<file path="config.mk">
export PLATFORM = sky130hd
export DESIGN_NAME = mdio_frame_engine
export DESIGN_NICKNAME = d
export VERILOG_FILES = /design/src/rtl/mdio_pkg.sv /design/src/rtl/mdio_clkdiv.sv /design/src/rtl/mdio_shifter.sv /design/src/rtl/mdio_seq.sv /design/src/rtl/mdio_frame_engine.sv
export SDC_FILE = /design/constraint.sdc
export NUM_CORES = 1
export LEC_CHECK = 0
export ABC_AREA = 1
export BUFFER_PORTS_ARGS = -buffer_cell sky130_fd_sc_hd__buf_2
export CORE_ASPECT_RATIO = 0.9
export CORE_MARGIN = 2
export CORE_UTILIZATION = 40
export CTS_BUF_LIST = sky130_fd_sc_hd__clkbuf_4 sky130_fd_sc_hd__clkbuf_8
export CTS_CLUSTER_DIAMETER = 60
export CTS_CLUSTER_SIZE = 20
export DETAILED_ROUTE_END_ITERATION = 10
export PLACE_DENSITY = 0.66
export SYNTH_ARGS = -nofsm -noshare
export SYNTH_HDL_FRONTEND = slang
export SYNTH_SLANG_ARGS = --single-unit
</file>
<file path="constraint.sdc">
create_clock -name clk -period 1.8 [get_ports clk]
set_input_delay 0.18 -clock clk [delete_from_list [all_inputs] [get_ports clk]]
set_output_delay 0.18 -clock clk [all_outputs]
set_load 0.01 [all_outputs]
</file>
<file path="src/rtl/mdio_pkg.sv">
package mdio_pkg;
   typedef enum logic [1:0] {
      MOP_RSVD0 = 2'b00,
      MOP_WRITE = 2'b01,
      MOP_READ  = 2'b10,
      MOP_RSVD3 = 2'b11
   } mgmt_op_e;

   localparam int unsigned OP_MSB = 29;
   localparam int unsigned OP_LSB = 28;
endpackage

</file>
<file path="src/rtl/mdio_clkdiv.sv">
module mdio_clkdiv #(
   parameter int unsigned DIV_BASE = 16,
   parameter int unsigned SEL_W    = 2
) (
   input  logic             clk,
   input  logic             rst_n,
   input  logic             start,
   input  logic             run,
   input  logic [SEL_W-1:0] div_sel,
   output logic             mdc,
   output logic             rise_stb,
   output logic             fall_stb
);
   localparam int unsigned NUM_CODES = 1 << SEL_W;
   localparam int unsigned MAX_DIV   = DIV_BASE * NUM_CODES;
   localparam int unsigned CNT_W     = $clog2(MAX_DIV + 1);

   if ((DIV_BASE % 2) != 0 || DIV_BASE < 4) begin : g_bad_base
      $error("DIV_BASE must be even and at least 4");
   end

   logic [CNT_W-1:0] div_lut [NUM_CODES];
   for (genvar g = 0; g < NUM_CODES; g++) begin : g_lut
      assign div_lut[g] = CNT_W'(DIV_BASE * (g + 1));
   end

   logic [CNT_W-1:0] period_q, cnt_q;
   logic             mdc_q;
   logic [CNT_W-1:0] half;

   assign half     = period_q >> 1;
   assign rise_stb = run && !start && (cnt_q == half - 1'b1);
   assign fall_stb = run && !start && (cnt_q == period_q - 1'b1);
   assign mdc      = mdc_q;

   always_ff @(posedge clk or negedge rst_n) begin
      if (!rst_n) begin
         period_q <= div_lut[1 % NUM_CODES];
         cnt_q    <= '0;
         mdc_q    <= 1'b0;
      end else if (start) begin
         period_q <= div_lut[div_sel];
         cnt_q    <= '0;
         mdc_q    <= 1'b0;
      end else if (run) begin
         if (fall_stb) begin
            cnt_q <= '0;
            mdc_q <= 1'b0;
         end else begin
            cnt_q <= cnt_q + 1'b1;
            if (rise_stb) mdc_q <= 1'b1;
         end
      end
   end

   assert_mdc_rise_at_half_R3: assert property (@(posedge clk) disable iff (!rst_n)
      $rose(mdc) |-> $past(cnt_q) == $past(half) - 1'b1);
   assert_period_fixed_in_frame_R3: assert property (@(posedge clk) disable iff (!rst_n)
      run && !start |=> $stable(period_q));
endmodule

</file>
<file path="src/rtl/mdio_shifter.sv">
module mdio_shifter #(
   parameter int unsigned FRAME_W = 32
) (
   input  logic               clk,
   input  logic               rst_n,
   input  logic               load,
   input  logic [FRAME_W-1:0] load_val,
   input  logic               rise_stb,
   input  logic               fall_stb,
   input  logic               take_line,
   input  logic               mdio_i,
   output logic [FRAME_W-1:0] frame_q
);
   if (FRAME_W < 8) begin : g_bad_w
      $error("FRAME_W too small");
   end

   logic smp_q;
   logic fill_bit;

   assign fill_bit = take_line ? smp_q : frame_q[FRAME_W-1];

   always_ff @(posedge clk or negedge rst_n) begin
      if (!rst_n) begin
         smp_q   <= 1'b0;
         frame_q <= '0;
      end else begin
         if (rise_stb) smp_q <= mdio_i;
         if (load)
            frame_q <= load_val;
         else if (fall_stb)
            frame_q <= {frame_q[FRAME_W-2:0], fill_bit};
      end
   end
endmodule

</file>
<file path="src/rtl/mdio_seq.sv">
module mdio_seq
   import mdio_pkg::*;
#(
   parameter int unsigned FRAME_W = 32,
   parameter int unsigned DATA_W  = 16
) (
   input  logic     clk,
   input  logic     rst_n,
   input  logic     wr_en,
   input  mgmt_op_e wr_op,
   input  logic     fall_stb,
   output logic     busy,
   output logic     start,
   output logic     take_line,
   output logic     oe,
   output logic     irq
);
   localparam int unsigned CNT_W      = $clog2(FRAME_W);
   localparam int unsigned DATA_SHIFT = FRAME_W - DATA_W;
   localparam int unsigned TA_SHIFT   = DATA_SHIFT - 2;

   if (DATA_W + 4 > FRAME_W) begin : g_bad_data
      $error("DATA_W leaves no room for header bits");
   end

   logic             busy_q, is_read_q, irq_q;
   logic [CNT_W-1:0] count_q;
   logic             last;

   assign start     = wr_en && !busy_q;
   assign last      = fall_stb && (count_q == CNT_W'(FRAME_W - 1));
   assign take_line = count_q >= CNT_W'(DATA_SHIFT);
   assign oe        = busy_q && !(is_read_q && (count_q >= CNT_W'(TA_SHIFT)));
   assign busy      = busy_q;
   assign irq       = irq_q;

   always_ff @(posedge clk or negedge rst_n) begin
      if (!rst_n) begin
         busy_q    <= 1'b0;
         is_read_q <= 1'b0;
         irq_q     <= 1'b0;
         count_q   <= '0;
      end else begin
         irq_q <= last;
         if (start) begin
            busy_q    <= 1'b1;
            is_read_q <= (wr_op == MOP_READ);
            count_q   <= '0;
         end else if (fall_stb) begin
            count_q <= count_q + 1'b1;
            if (last) busy_q <= 1'b0;
         end
      end
   end

   assert_oe_release_only_read_R7: assert property (@(posedge clk) disable iff (!rst_n)
      $fell(oe) && busy_q |-> is_read_q);
   assert_irq_single_cycle_R2: assert property (@(posedge clk) disable iff (!rst_n)
      irq_q |=> !irq_q);
endmodule

</file>
<file path="src/rtl/mdio_frame_engine.sv">
module mdio_frame_engine
   import mdio_pkg::*;
#(
   parameter int unsigned FRAME_W  = 32,
   parameter int unsigned DATA_W   = 16,
   parameter int unsigned DIV_BASE = 16,
   parameter int unsigned SEL_W    = 2
) (
   input  logic               clk,
   input  logic               rst_n,
   input  logic               wr_en,
   input  logic [FRAME_W-1:0] wr_data,
   output logic [FRAME_W-1:0] rd_data,
   input  logic [SEL_W-1:0]   div_sel,
   output logic               mdc,
   output logic               mdio_o,
   output logic               mdio_oe,
   input  logic               mdio_i,
   output logic               idle,
   output logic               irq
);
   if (FRAME_W <= OP_MSB) begin : g_bad_frame
      $error("FRAME_W must hold the op field");
   end

   logic busy, start, take_line, rise_stb, fall_stb;
   logic [FRAME_W-1:0] frame_q;

   mdio_clkdiv #(.DIV_BASE(DIV_BASE), .SEL_W(SEL_W)) u_div (
      .clk(clk), .rst_n(rst_n), .start(start), .run(busy),
      .div_sel(div_sel), .mdc(mdc), .rise_stb(rise_stb), .fall_stb(fall_stb)
   );

   mdio_seq #(.FRAME_W(FRAME_W), .DATA_W(DATA_W)) u_seq (
      .clk(clk), .rst_n(rst_n), .wr_en(wr_en),
      .wr_op(mgmt_op_e'(wr_data[OP_MSB:OP_LSB])), .fall_stb(fall_stb),
      .busy(busy), .start(start), .take_line(take_line), .oe(mdio_oe), .irq(irq)
   );

   mdio_shifter #(.FRAME_W(FRAME_W)) u_shift (
      .clk(clk), .rst_n(rst_n), .load(start), .load_val(wr_data),
      .rise_stb(rise_stb), .fall_stb(fall_stb), .take_line(take_line),
      .mdio_i(mdio_i), .frame_q(frame_q)
   );

   assign rd_data = frame_q;
   assign mdio_o  = busy & frame_q[FRAME_W-1];
   assign idle    = !busy;

   assert_quiet_when_idle_R1: assert property (@(posedge clk) disable iff (!rst_n)
      idle |-> !mdc && !mdio_oe);
   assert_irq_at_idle_rise_R2: assert property (@(posedge clk) disable iff (!rst_n)
      irq |-> idle && !$past(idle));
   assert_idle_falls_on_write_R2: assert property (@(posedge clk) disable iff (!rst_n)
      $fell(idle) |-> $past(wr_en));
   assert_mdio_held_while_mdc_high_R4: assert property (@(posedge clk) disable iff (!rst_n)
      mdc && $past(mdc) |-> $stable(mdio_o));
   assert_busy_write_ignored_R8: assert property (@(posedge clk) disable iff (!rst_n)
      !idle && wr_en && !fall_stb |=> rd_data == $past(rd_data));
endmodule

</file>
Yosys cells after proc, flatten, opt, wreduce, memory -nomap -nowiden
Index checks and enable logic that the tools add are counted.
{"block": "totals", "out_inout_bits": 37, "register_bits": 56, "input_bits": 38, "wordCells": 56}
{"block": "op_classes", "bitwise_logic": 2, "eq_ne": 4, "muxes": 18, "addsub": 4, "reduce_logical": 16, "order_cmp": 3}
{"cell": "$mux 32", "n": 2}
{"cell": "$mux 7", "n": 5}
{"cell": "$bmux 7 s2", "n": 1}
{"cell": "$eq 7x7->1", "n": 2}
{"cell": "$mux 5", "n": 2}
{"cell": "$mux 1", "n": 8}
{"cell": "$add 7x1->7 const B", "n": 1}
{"cell": "$logic_and 1x1->1", "n": 7}
{"cell": "$sub 6x1->7 const B", "n": 1}
{"cell": "$sub 7x1->7 const B", "n": 1}
{"cell": "$reduce_bool 2->1", "n": 3}
{"cell": "$add 5x1->5 const B", "n": 1}
{"cell": "$eq 5x5->1 const B", "n": 1}
{"cell": "$ge 5x4->1 const B", "n": 1}
{"cell": "$ge 5x5->1 const B", "n": 1}
{"cell": "$reduce_and 2->1", "n": 2}
{"cell": "$ge 3x3->1 const B", "n": 1}
{"cell": "$logic_not 1->1", "n": 3}
{"cell": "$not 2->3", "n": 1}
{"cell": "$reduce_bool 3->1", "n": 1}
{"cell": "$eq 2x2->1 const B", "n": 1}
{"cell": "$and 1x1->1", "n": 1}

Longest topological paths before layout
Gate-level depths: netlist (run 1).
{"block": "depth", "word_depth": 9, "ltp_mapped": 11, "depth_no_buf": 10}

Cells and area by module
A second synthesis (run 1) with hierarchy kept.
{"block": "unflattened", "cells_unflattened": 339, "area_unflattened_um2": 2741.4}
{"mod": "mdio_shifter", "cells_each": 182, "area_each_um2": 1456.4, "seq_area_each_um2": 825.8, "instances": 1}
{"mod": "mdio_clkdiv", "cells_each": 105, "area_each_um2": 850.8, "seq_area_each_um2": 276.5, "instances": 1}
{"mod": "mdio_seq", "cells_each": 49, "area_each_um2": 422.9, "seq_area_each_um2": 200.2, "instances": 1}
{"mod": "mdio_frame_engine", "cells_each": 3, "area_each_um2": 11.3, "seq_area_each_um2": 0.0, "instances": 1}

Least setup slack after synthesis (run 1)
No wires, ideal clock.
{"block": "synth_path", "path_kind": "flip-flop to flip-flop", "startpoint": "register u_div.period_q[5]", "endpoint": "register u_shift.frame_q[10]", "period_less_slack_ns": 1.746, "setup_ns": 0.117, "slack_ns": 0.054, "path_stages_with_launch": 10, "path_buffers": 1, "t_arrival_ns": 1.629, "required_time_ns": 1.683, "path_cell_list": "dfstp_2 inv_1 ha_1 nand2_1 nand3_1 nor2_4 nand2_2 clkbuf_1 nand3_1 nand2_1"}
{"block": "synth_via", "elab_chain_cells": 4}
{"element": "start: declaration", "line": "mdio_clkdiv.sv:27", "rtl": "logic [CNT_W-1:0] period_q, cnt_q;"}
{"element": "start signal: assignment", "line": "mdio_clkdiv.sv:38", "rtl": "period_q <= div_lut[1 % NUM_CODES];"}
{"element": "start signal: assignment", "line": "mdio_clkdiv.sv:42", "rtl": "period_q <= div_lut[div_sel];"}
{"element": "$sub 7x1->7", "line": "mdio_clkdiv.sv:33", "rtl": "assign fall_stb = run && !start && (cnt_q == period_q - 1'b1);"}
{"element": "$eq 7x7->1", "line": "mdio_clkdiv.sv:33"}
{"element": "$logic_and 1x1->1", "line": "mdio_clkdiv.sv:33"}
{"element": "$reduce_bool 2->1 (no source line)"}
{"element": "end signal: assignment", "line": "mdio_shifter.sv:30", "rtl": "frame_q <= load_val;"}
{"element": "end signal: assignment", "line": "mdio_shifter.sv:32", "rtl": "frame_q <= {frame_q[FRAME_W-2:0], fill_bit};"}
{"element": "end: declaration", "line": "mdio_shifter.sv:12", "rtl": "output logic [FRAME_W-1:0] frame_q"}
No other way between the ends.
A chain may end at the register's enable or synchronous reset.

Final worst setup path (run 1)
{"block": "layout_path", "startpoint": "register u_div.period_q[5]", "endpoint": "register u_shift.frame_q[29]"}
Same word-level chain as after synthesis.

==> impl_metrics.tcl, run 1 <==
set metrics [dict create \
    cts_buffer_depth 2 \
    relSlewSlack_pct 59.7 \
    design_area_um2 3730 \
    path_buf_inv 2 \
    n_antenna_cell 0 \
    antenna_found_initial 0 \
    clkLatencyLatePin_ns 0.32 \
    post_drt_via_cell_ratio 4.79 \
    core_area_um2 6970 \
    cts-root-buf "clkbuf_8" \
    synth_xor_area_share_pct 1.54 \
    syn2layout_area_growth_pct 31.3 \
    cts_made_buffers 5 \
    r2r_cells 11 \
    portBuffers 74 \
    hp-start "wr_data[28]" \
    drv_cap 0 \
    fillers 739 \
    die_y_um 84.0 \
    synth.area.mux_share_pct 0 \
    final.setup.tns_ns -0.0388 \
    crit_path_frequent_cell "nand2_1" \
    synth-compound-area-share_pct 2.02 \
    worstSetupEndpointType "register" \
    crit_arrival_ns 2.08 \
    ioPinCount 75 \
    grt_max_degree 41 \
    cp_cell_sequence "inv_2 -> ha_4 -> nor2_2 -> nor2_1 -> nand2_1 -> nor2_4 -> nand2_4 -> nand2_8 -> clkbuf_16 -> nand2_1 -> nand2_1" \
    crit_fanout 8 \
    drive_gt1_share_pct 29.0 \
    ant_nets 0 \
    remaining_drc_errors 0 \
    hold_path_class "primary input to register" \
    status "complete, but fails checks" \
    htreeDepth 2 \
    hold_viol 0 \
    drtIter0Drc 126 \
    place_area_um2 3410 \
    crit_required_ns 2.06 \
    drv_slew 0 \
    grt_pass1_vias 2523 \
    layout_common_cells "nand2_1 (173), buf_2 (74), nand3_1 (51), dfrtp_1 (51), inv_1 (26)" \
    cpMaxStageDelayCell "dfstp_2" \
    layout_commonest_cell "nand2_1" \
    gr-total-overflow 0 \
    routedWlPerCell_um 12.5 \
    start_kind "register" \
    initial_core_util_pct 40.8 \
    period_needed_ns 1.82 \
    multi_input_area_um2 1480 \
    hold_ws_ns 0.0478 \
    worst_slew_pin_slew_ns 0.604 \
    avgSynthCellArea_um2 7.07 \
    netlist_area_um2 2840 \
    syn_nets 448 \
    ys_seq_area_share_pct 45.8 \
    power_density_nw_per_um2 1340 \
    max_stage_delay_ns 0.55 \
    r2r_start "u_div.period_q[5]$_DFFE_PN1P_" \
    clock_sinks 52 \
    fin_ws_ns -0.0200 \
    ys_types 24 \
    dr_total_vias 2772 \
    synth_simple_gate_area_share_pct 40.3 \
    tritoncts "done" \
    synth-seq-cells 52 \
    violations "setup timing" \
    finalWirelength_um 7230 \
    seq_area_um2 1300 \
    place.gp.congestion 0.819 \
    synthAdderAreaFrac_pct 3.52 \
    die_w_um 92.9 \
    row_count 29 \
    finClkSkew_ns 0.0119 \
    fin_crit_sh_pct 101 \
    yosys_warnings 0 \
    first_pass_iters 4 \
    p_leak_uw 0.00217 \
    die_area_um2 7800 \
    r2r_slack_ns -0.02 \
    reg2reg_to "u_shift.frame_q[29]$_DFFE_PN0P_" \
    rsz0062_at_grt "yes" \
    dpl.hpwl_um 4940 \
    criticalPathCategory "register to register" \
    path_clk_slew_ns 0.10 \
    synth_top_family_by_area "simple AND/OR/NAND/NOR gates" \
    setup_viol 5 \
    ir_worst_vdd_v 0.000616 \
    grt_pass1_wl_um 11900 \
    path_delay_family "simple AND/OR/NAND/NOR gates" \
    hold_end "u_seq.is_read_q$_DFFE_PN0P_" \
    hold_depth 2 \
    syn_inst 402 \
    nNetsFinal 531 \
    grt_use_total_pct 19.0 \
    max_freq_mhz 549 \
    startpoint "u_div.period_q[5]$_DFFE_PN1P_" \
]
==> registers in the layout, indices dropped and copies added, names as in the netlist <==
name             flops
u_shift.frame_q     32
u_div.mdc            1
u_shift.smp_q        1
u_seq.count_q        5
u_div.cnt_q          7
u_seq.irq            1
u_div.period_q       3
u_seq.is_read_q      1
u_seq.busy           1
==> metal layers <==
layer  up-vias  track usage, %  routed length [um]
met5         -               0                   0
met4         0            5.21                  85
met3         7            3.88                 375
met2        67            30.0                3340
met1      1284            26.7                3430
li1       1414               -                   -
==> worst reg2reg max path: stages (launching register included) <==
cell	delay (ns)
dfstp_2	0.55
inv_2	0.05
ha_4	0.27
nor2_2	0.03
nor2_1	0.11
nand2_1	0.09
nor2_4	0.12
nand2_4	0.14
nand2_8	0.14
clkbuf_16	0.18
nand2_1	0.05
nand2_1	0.06
==> cells in the mapped netlist <==
cell type,number,area [um^2]
nand2_4,1,11.3
nand3b_1,1,7.51
dfstp_2,1,26.3
nand3_1,52,260
o21ai_1,1,5.00
nor2_4,1,11.3
buf_1,2,7.51
nor3_1,2,10.0
o21ai_0,7,35.0
clkbuf_1,9,33.8
buf_2,4,20.0
inv_1,28,105
buf_4,3,22.5
nand2_2,1,6.26
xnor2_1,2,17.5
o21bai_1,1,7.51
xor2_1,3,26.3
dfrtp_1,51,1280
inv_2,1,3.75
a21oi_1,2,10.0
nor2_1,19,71.3
nand2_1,198,743
ha_1,8,100
nand4_1,4,25.0
==> metrics by stage <==
stage,utilization [%],setup WS [ns],power [uW],std cells
after floorplan,-,0.0540,3350,402
after global placement,49.0,0.0259,4100,566
after detailed placement,49.0,-0.0298,4140,566
after CTS,51.1,0.00379,4870,576
after global routing,53.6,-0.0997,5450,579
final,53.6,-0.0200,5000,579
==> repair_timing <==
item / 4_1_cts / 5_1_grt
setup buffers: 0 / 1
gates resized for setup: 4 / 39
setup endpoints to repair: 28 / 48
gates cloned: 1 / 2
endpoints found under the hold margin: 23 / 0
hold buffers: 1 / 0
pin swaps: 1 / 7
==> report_power, final <==
group	leakage, uW	switching, uW	internal (uW)	total [uW]
logic	0.00147	1200	966	2170
registers	0.000655	469	1670	2140
clock network	0.0000490	400	293	694
total	0.00217	2070	2930	5000
==> area by class of cell <==
type	count	area share (%)
sequential	52	34.9
clock inverter	2	0.369
tap	93	3.12
clock buffer	6	2.05
timing repair buffer	94	17.0
inverter	29	2.92
multi-input combinational	303	39.6
==> cells by family after synthesis <==
kind of cell | Yosys count
adder cells (fa/ha/maj) | 8
buffers and inverters | 47
XOR/XNOR | 5
flip-flops | 52
AO/OA/AOI/OAI | 11
AND/OR/NAND/NOR | 279
==> how the worst max path moves through the flow <==
stage / slack (ns) / depth (start not counted) / endpoint
final: -0.02 / 11 / u_shift.frame_q[29]$_DFFE_PN0P_
after detailed placement: -0.03 / 10 / u_div.cnt_q[0]$_DFFE_PN0P_
after floorplan: 0.05 / 9 / u_shift.frame_q[10]$_DFFE_PN0P_
after CTS: 0.004 / 11 / u_shift.frame_q[8]$_DFFE_PN0P_
after global placement: 0.03 / 11 / u_shift.frame_q[8]$_DFFE_PN0P_
after global routing: -0.1 / 11 / u_shift.frame_q[29]$_DFFE_PN0P_
No activity file was read; power rests on OpenSTA's default activity.
==> inputs of run 2 (changes only) <==
--- a/config.mk
+++ b/config.mk
@@ -9,12 +9,12 @@
 export BUFFER_PORTS_ARGS = -buffer_cell sky130_fd_sc_hd__buf_2
 export CORE_ASPECT_RATIO = 0.9
 export CORE_MARGIN = 2
-export CORE_UTILIZATION = 40
-export CTS_BUF_LIST = sky130_fd_sc_hd__clkbuf_4 sky130_fd_sc_hd__clkbuf_8
+export CORE_UTILIZATION = 49
+export CTS_BUF_LIST = sky130_fd_sc_hd__clkbuf_2 sky130_fd_sc_hd__clkbuf_4 sky130_fd_sc_hd__clkbuf_8
 export CTS_CLUSTER_DIAMETER = 60
-export CTS_CLUSTER_SIZE = 20
+export CTS_CLUSTER_SIZE = 30
 export DETAILED_ROUTE_END_ITERATION = 10
-export PLACE_DENSITY = 0.66
+export PLACE_DENSITY = 0.78
 export SYNTH_ARGS = -nofsm -noshare
 export SYNTH_HDL_FRONTEND = slang
 export SYNTH_SLANG_ARGS = --single-unit
==> impl_metrics.tcl, run 2 (same netlist as run 1, synthesis figures left out) <==
set metrics [dict create \
    grt_max_degree 53 \
    routedWlPerCell_um 14.5 \
    antenna_found_initial 0 \
    grt_use_total_pct 23.5 \
    post_drt_via_cell_ratio 5.26 \
    nNetsFinal 529 \
    grt_pass1_vias 2619 \
    portBuffers 74 \
    rsz0062_at_grt "yes" \
    worstSetupEndpointType "register" \
    path_buf_inv 2 \
    place.gp.congestion 0.875 \
    finClkSkew_ns 0.00929 \
    hold_viol 43 \
    max_stage_delay_ns 0.55 \
    dpl.hpwl_um 4910 \
    die_area_um2 6430 \
    drive_gt1_share_pct 30.3 \
    p_leak_uw 0.00222 \
    start_kind "register" \
    regMostFlops "u_shift.frame_q" \
    r2r_start "u_div.period_q[5]$_DFFE_PN1P_" \
    path_clk_slew_ns 0.09 \
    status "complete, but fails checks" \
    path_delay_family "simple AND/OR/NAND/NOR gates" \
    cts_buffer_depth 2 \
    gr-total-overflow 0 \
    largest_reg_flops 32 \
    power_density_nw_per_um2 1390 \
    reg2reg_to "u_div.cnt_q[4]$_DFFE_PN0P_" \
    crit_fanout 10 \
    cp.depth 10 \
    htreeDepth 2 \
    fillers 453 \
    core_area_um2 5630 \
    fin_ws_ns -0.0304 \
    layout_common_cells "nand2_1 (168), buf_2 (74), dfrtp_1 (51), nand3_1 (47), inv_1 (26)" \
    drtIter0Drc 207 \
    dp_slack_ns -0.0114 \
    final.setup.tns_ns -0.467 \
    violations "hold timing, setup timing" \
    crit_arrival_ns 2.03 \
    drv_slew 0 \
    setup_viol 31 \
    r2r_slack_ns -0.03 \
    cts-root-buf "clkbuf_8" \
    crit_required_ns 2.00 \
    ant_nets 0 \
    dp.cells 539 \
    relSlewSlack_pct 55.9 \
    cp_cell_sequence "inv_2 -> ha_4 -> nor2_2 -> nor2_1 -> nand2_1 -> nor2_4 -> nand2_8 -> nand2_8 -> clkbuf_16 -> nor2_1" \
    startpoint "u_div.period_q[5]$_DFFE_PN1P_" \
    period_needed_ns 1.83 \
    utilization_pct 67.2 \
    drv_cap 0 \
    row_count 26 \
    cts_made_buffers 5 \
    cpMaxStageDelayCell "dfstp_2" \
    dr_total_vias 2904 \
    grt_pass1_wl_um 12400 \
    remaining_drc_errors 0 \
    r2r_cells 10 \
    max_freq_mhz 546 \
    clock_sinks 52 \
    ioPinCount 75 \
    die_w_um 84.3 \
    syn2layout_area_growth_pct 33.1 \
    die_y_um 76.3 \
    place_area_um2 3350 \
    top_regs "u_shift.frame_q (32), u_div.cnt_q (7), u_seq.count_q (5)" \
    criticalPathCategory "register to register" \
    fin_crit_sh_pct 102 \
    initial_core_util_pct 50.5 \
    design_area_um2 3780 \
    finalWirelength_um 8010 \
    worst_slew_pin_slew_ns 0.662 \
    hold_ws_ns -0.0161 \
    clkLatencyLatePin_ns 0.31 \
    first_pass_iters 4 \
    n_antenna_cell 0 \
    hold_path_class "primary input to asynchronous set/reset pin" \
    ir_worst_vdd_v 0.000647 \
    instances_no_fill 552 \
    layout_commonest_cell "nand2_1" \
    tritoncts "done" \
]
run 2: cell types whose count changed in the layout (fill, tap and decap cells not counted), moves of 2 or more:
| cell | previous run | this run |
|---|---|---|
| nand3_1 | 51 | 47 |
| nand2_2 | 21 | 23 |
| nand2_4 | 5 | 7 |
| nand2_1 | 173 | 168 |
| buf_4 | 10 | 8 |
| nand3_2 | 1 | 5 |
| clkbuf_16 | 2 | 4 |
run 2: metrics by stage:
stage	power, uW	hold WS [ns]
6_report	5250	-0.0161
4_1_cts	4970	0.0123
2_1_floorplan	3350	-0.116
5_1_grt	5640	0.0541
3_3_place_gp	4060	0.339
3_5_place_dp	4150	0.353
run 2: per-layer routing:
| metal | vias to the layer above | global-route usage [%] | wire [um] |
|---|---|---|---|
| met4 | 0 | 6.45 | 128 |
| met1 | 1373 | 31.5 | 3410 |
| met3 | 13 | 4.44 | 428 |
| met2 | 110 | 39.0 | 4040 |
| met5 | - | 0 | 0 |
| li1 | 1408 | - | - |
run 2: final cells by class:
| cell class | instances | area (um^2) | share of cell area [%] |
|---|---|---|---|
| well taps | 70 | 87.6 | 2.31 |
| repair buffers | 92 | 649 | 17.2 |
| clock buffers | 5 | 68.8 | 1.82 |
| multi-input cells | 303 | 1530 | 40.5 |
| inverters | 29 | 114 | 3.01 |
| clock inverters | 1 | 30.0 | 0.794 |
| flip-flops and latches | 52 | 1300 | 34.4 |
run 2: report_power, final:
part           internal, uW  switching [uW]  total [uW]  leakage, uW
Combinational           984            1330        2310      0.00151
Clock                   400             387         787    0.0000501
Sequential             1670             477        2150     0.000655
Total                  3060            2190        5250      0.00222
run 2: how the worst max path moves through the flow:
| stage | slack, ns | end |
|---|---|---|
| after global routing | -0.08 | u_shift.frame_q[9]$_DFFE_PN0P_ |
| after global placement | 0.03 | u_seq.count_q[0]$_DFFE_PN0P_ |
| after CTS | 0.01 | u_shift.frame_q[3]$_DFFE_PN0P_ |
| final | -0.03 | u_div.cnt_q[4]$_DFFE_PN0P_ |
| after floorplan | 0.05 | u_shift.frame_q[10]$_DFFE_PN0P_ |
| after detailed placement | -0.01 | u_seq.count_q[0]$_DFFE_PN0P_ |
run 2: repair_timing:
item                                    in CTS  in global routing
hold buffers                                 0                  0
gates cloned                                 1                  4
gates resized for setup                      4                 52
endpoints found under the setup margin      23                 45
setup buffers                                1                  1
pin swaps                                    1                  6
==> inputs of run 3 (changes only) <==
--- a/config.mk
+++ b/config.mk
@@ -7,8 +7,6 @@
 export LEC_CHECK = 0
 export ABC_AREA = 1
 export BUFFER_PORTS_ARGS = -buffer_cell sky130_fd_sc_hd__buf_2
-export CORE_ASPECT_RATIO = 0.9
-export CORE_MARGIN = 2
 export CORE_UTILIZATION = 49
 export CTS_BUF_LIST = sky130_fd_sc_hd__clkbuf_2 sky130_fd_sc_hd__clkbuf_4 sky130_fd_sc_hd__clkbuf_8
 export CTS_CLUSTER_DIAMETER = 60
@@ -18,3 +16,4 @@
 export SYNTH_ARGS = -nofsm -noshare
 export SYNTH_HDL_FRONTEND = slang
 export SYNTH_SLANG_ARGS = --single-unit
+export TNS_END_PERCENT = 20
==> impl_metrics.tcl, run 3 (same netlist as run 1, synthesis figures left out) <==
set metrics [dict create \
    post_drt_via_cell_ratio 4.98 \
    path_clk_slew_ns 0.09 \
    r2r_start "u_div.period_q[5]$_DFFE_PN1P_" \
    regMostFlops "u_shift.frame_q" \
    remaining_drc_errors 0 \
    cp_cell_sequence "inv_2 -> ha_4 -> nor2_2 -> nor2_1 -> nand2_1 -> nor2_4 -> nand2_4 -> nand2_8 -> clkbuf_16 -> nor2_2" \
    ir_worst_vdd_v 0.000618 \
    dp_slack_ns -0.00906 \
    ioPinCount 75 \
    p_total_uw 4980 \
    setup_viol 0 \
    largest_reg_flops 32 \
    rsz0062_at_grt "yes" \
    dp.cells 545 \
    dpl.hpwl_um 4800 \
    worst_slew_pin_slew_ns 0.371 \
    place_area_um2 3380 \
    fin_crit_sh_pct 99.4 \
    drv_slew 0 \
    row_count 27 \
    grt_pass1_wl_um 11100 \
    cpMaxStageDelayCell "dfstp_2" \
    die_w_um 78.2 \
    grt_max_degree 45 \
    layout_common_cells "nand2_1 (183), buf_2 (74), nand3_1 (52), dfrtp_1 (51), inv_1 (26)" \
    fin_ws_ns 0.0103 \
    place.gp.congestion 0.872 \
    status "completed" \
    finClkSkew_ns 0.00837 \
    design_area_um2 3680 \
    crit_fanout 7 \
    hold_path_class "primary input to register" \
    crit_arrival_ns 1.99 \
    hold_viol 0 \
    first_pass_iters 5 \
    dr_total_vias 2791 \
    gr-total-overflow 0 \
    crit_path_frequent_cell "nor2_2" \
    power_density_nw_per_um2 1350 \
    hp-start "wr_data[28]" \
    crit_required_ns 2.00 \
    routedWlPerCell_um 12.6 \
    cts-root-buf "clkbuf_8" \
    cts_buffer_depth 2 \
    initial_core_util_pct 51.3 \
    die_y_um 78.2 \
    n_antenna_cell 0 \
    antenna_found_initial 0 \
    period_needed_ns 1.79 \
    cts_made_buffers 5 \
    grt_pass1_vias 2396 \
    portBuffers 74 \
    nNetsFinal 534 \
    top_regs "u_shift.frame_q (32), u_div.cnt_q (7), u_seq.count_q (5)" \
    die_area_um2 6110 \
    p_leak_uw 0.00214 \
    clkLatencyLatePin_ns 0.31 \
    relSlewSlack_pct 75.2 \
    finalWirelength_um 7080 \
    core_area_um2 5540 \
    clock_sinks 52 \
    grt_use_total_pct 22.9 \
    htreeDepth 2 \
    max_freq_mhz 559 \
    drv_cap 0 \
    layout_commonest_cell "nand2_1" \
    start_kind "register" \
    worstSetupEndpointType "register" \
    tritoncts "done" \
    syn2layout_area_growth_pct 29.6 \
    ant_nets 0 \
    criticalPathCategory "register to register" \
    drive_gt1_share_pct 27.0 \
    startpoint "u_div.period_q[5]$_DFFE_PN1P_" \
    hold_ws_ns 0.0727 \
    max_stage_delay_ns 0.55 \
    drtIter0Drc 183 \
    instances_no_fill 561 \
]
[run 3: cell types whose count changed in the layout (fill, tap and decap cells not counted), sizes merged]
cell         before  now
clkinvlp          0    2
dlygate4sd3       0    1
buf              88   93
bufinv            1    0
[run 3: final cells by class]
class	instances	area [um^2]
Fill cell	472	1860
Timing Repair Buffer	97	656
Multi-Input combinational cell	303	1430
Inverter	29	109
Clock buffer	6	82.6
Sequential cell	52	1300
Clock inverter	2	15.0
Tap cell	72	90.1
[run 3: layer usage]
metal  wire [um]  vias up  GRT usage, %
met5           0        -             0
met4         100        0          6.85
met3         387       10          4.65
met2        3350       93          35.7
met1        3240     1271          32.2
li1            -     1417             -
[run 3: worst paths after layout]
kind / to / slack [ns] / depth (start not counted)
setup / recovery: u_div.cnt_q[3]$_DFFE_PN0P_ / 0.01 / 10
hold / removal: u_seq.is_read_q$_DFFE_PN0P_ / 0.07 / 2
setup reg to reg: u_div.cnt_q[3]$_DFFE_PN0P_ / 0.01 / 10
hold reg to reg: u_shift.smp_q$_DFFE_PN0P_ / 0.50 / 2
max in group asynchronous: u_shift.frame_q[24]$_DFFE_PN0P_ / 0.92 / 3
min in group asynchronous: u_div.period_q[6]$_DFFE_PN0P_ / 0.30 / 2
[run 3: report_power, final]
group | internal (uW) | switching, uW
Clock | 312 | 388
Sequential | 1670 | 477
Combinational | 948 | 1180
[run 3: repair_timing]
item	4_1_cts	5_1_grt
pin swaps	0	4
buffers inserted	0	2
endpoints found under the hold margin	13	0
cloned	0	5
hold buffers	1	0
setup endpoints to repair	29	13
gates resized for setup	2	23
[run 3: worst max-delay path: cells and delay by family, from the launching register on]
kind          cells  cell delay [ns]
simple gates      7             0.64
buf+inv           2             0.22
fa+ha+maj         1             0.27
flops             1             0.55
[run 3: metrics by stage]
| step | utilization, % | setup TNS, ns |
|---|---|---|
| global placement | 61.1 | 0 |
| CTS | 63.3 | 0 |
| floorplan | - | 0 |
| finish | 66.5 | 0 |
| detailed placement | 61.1 | -0.0259 |
| global route | 66.5 | -1.38 |
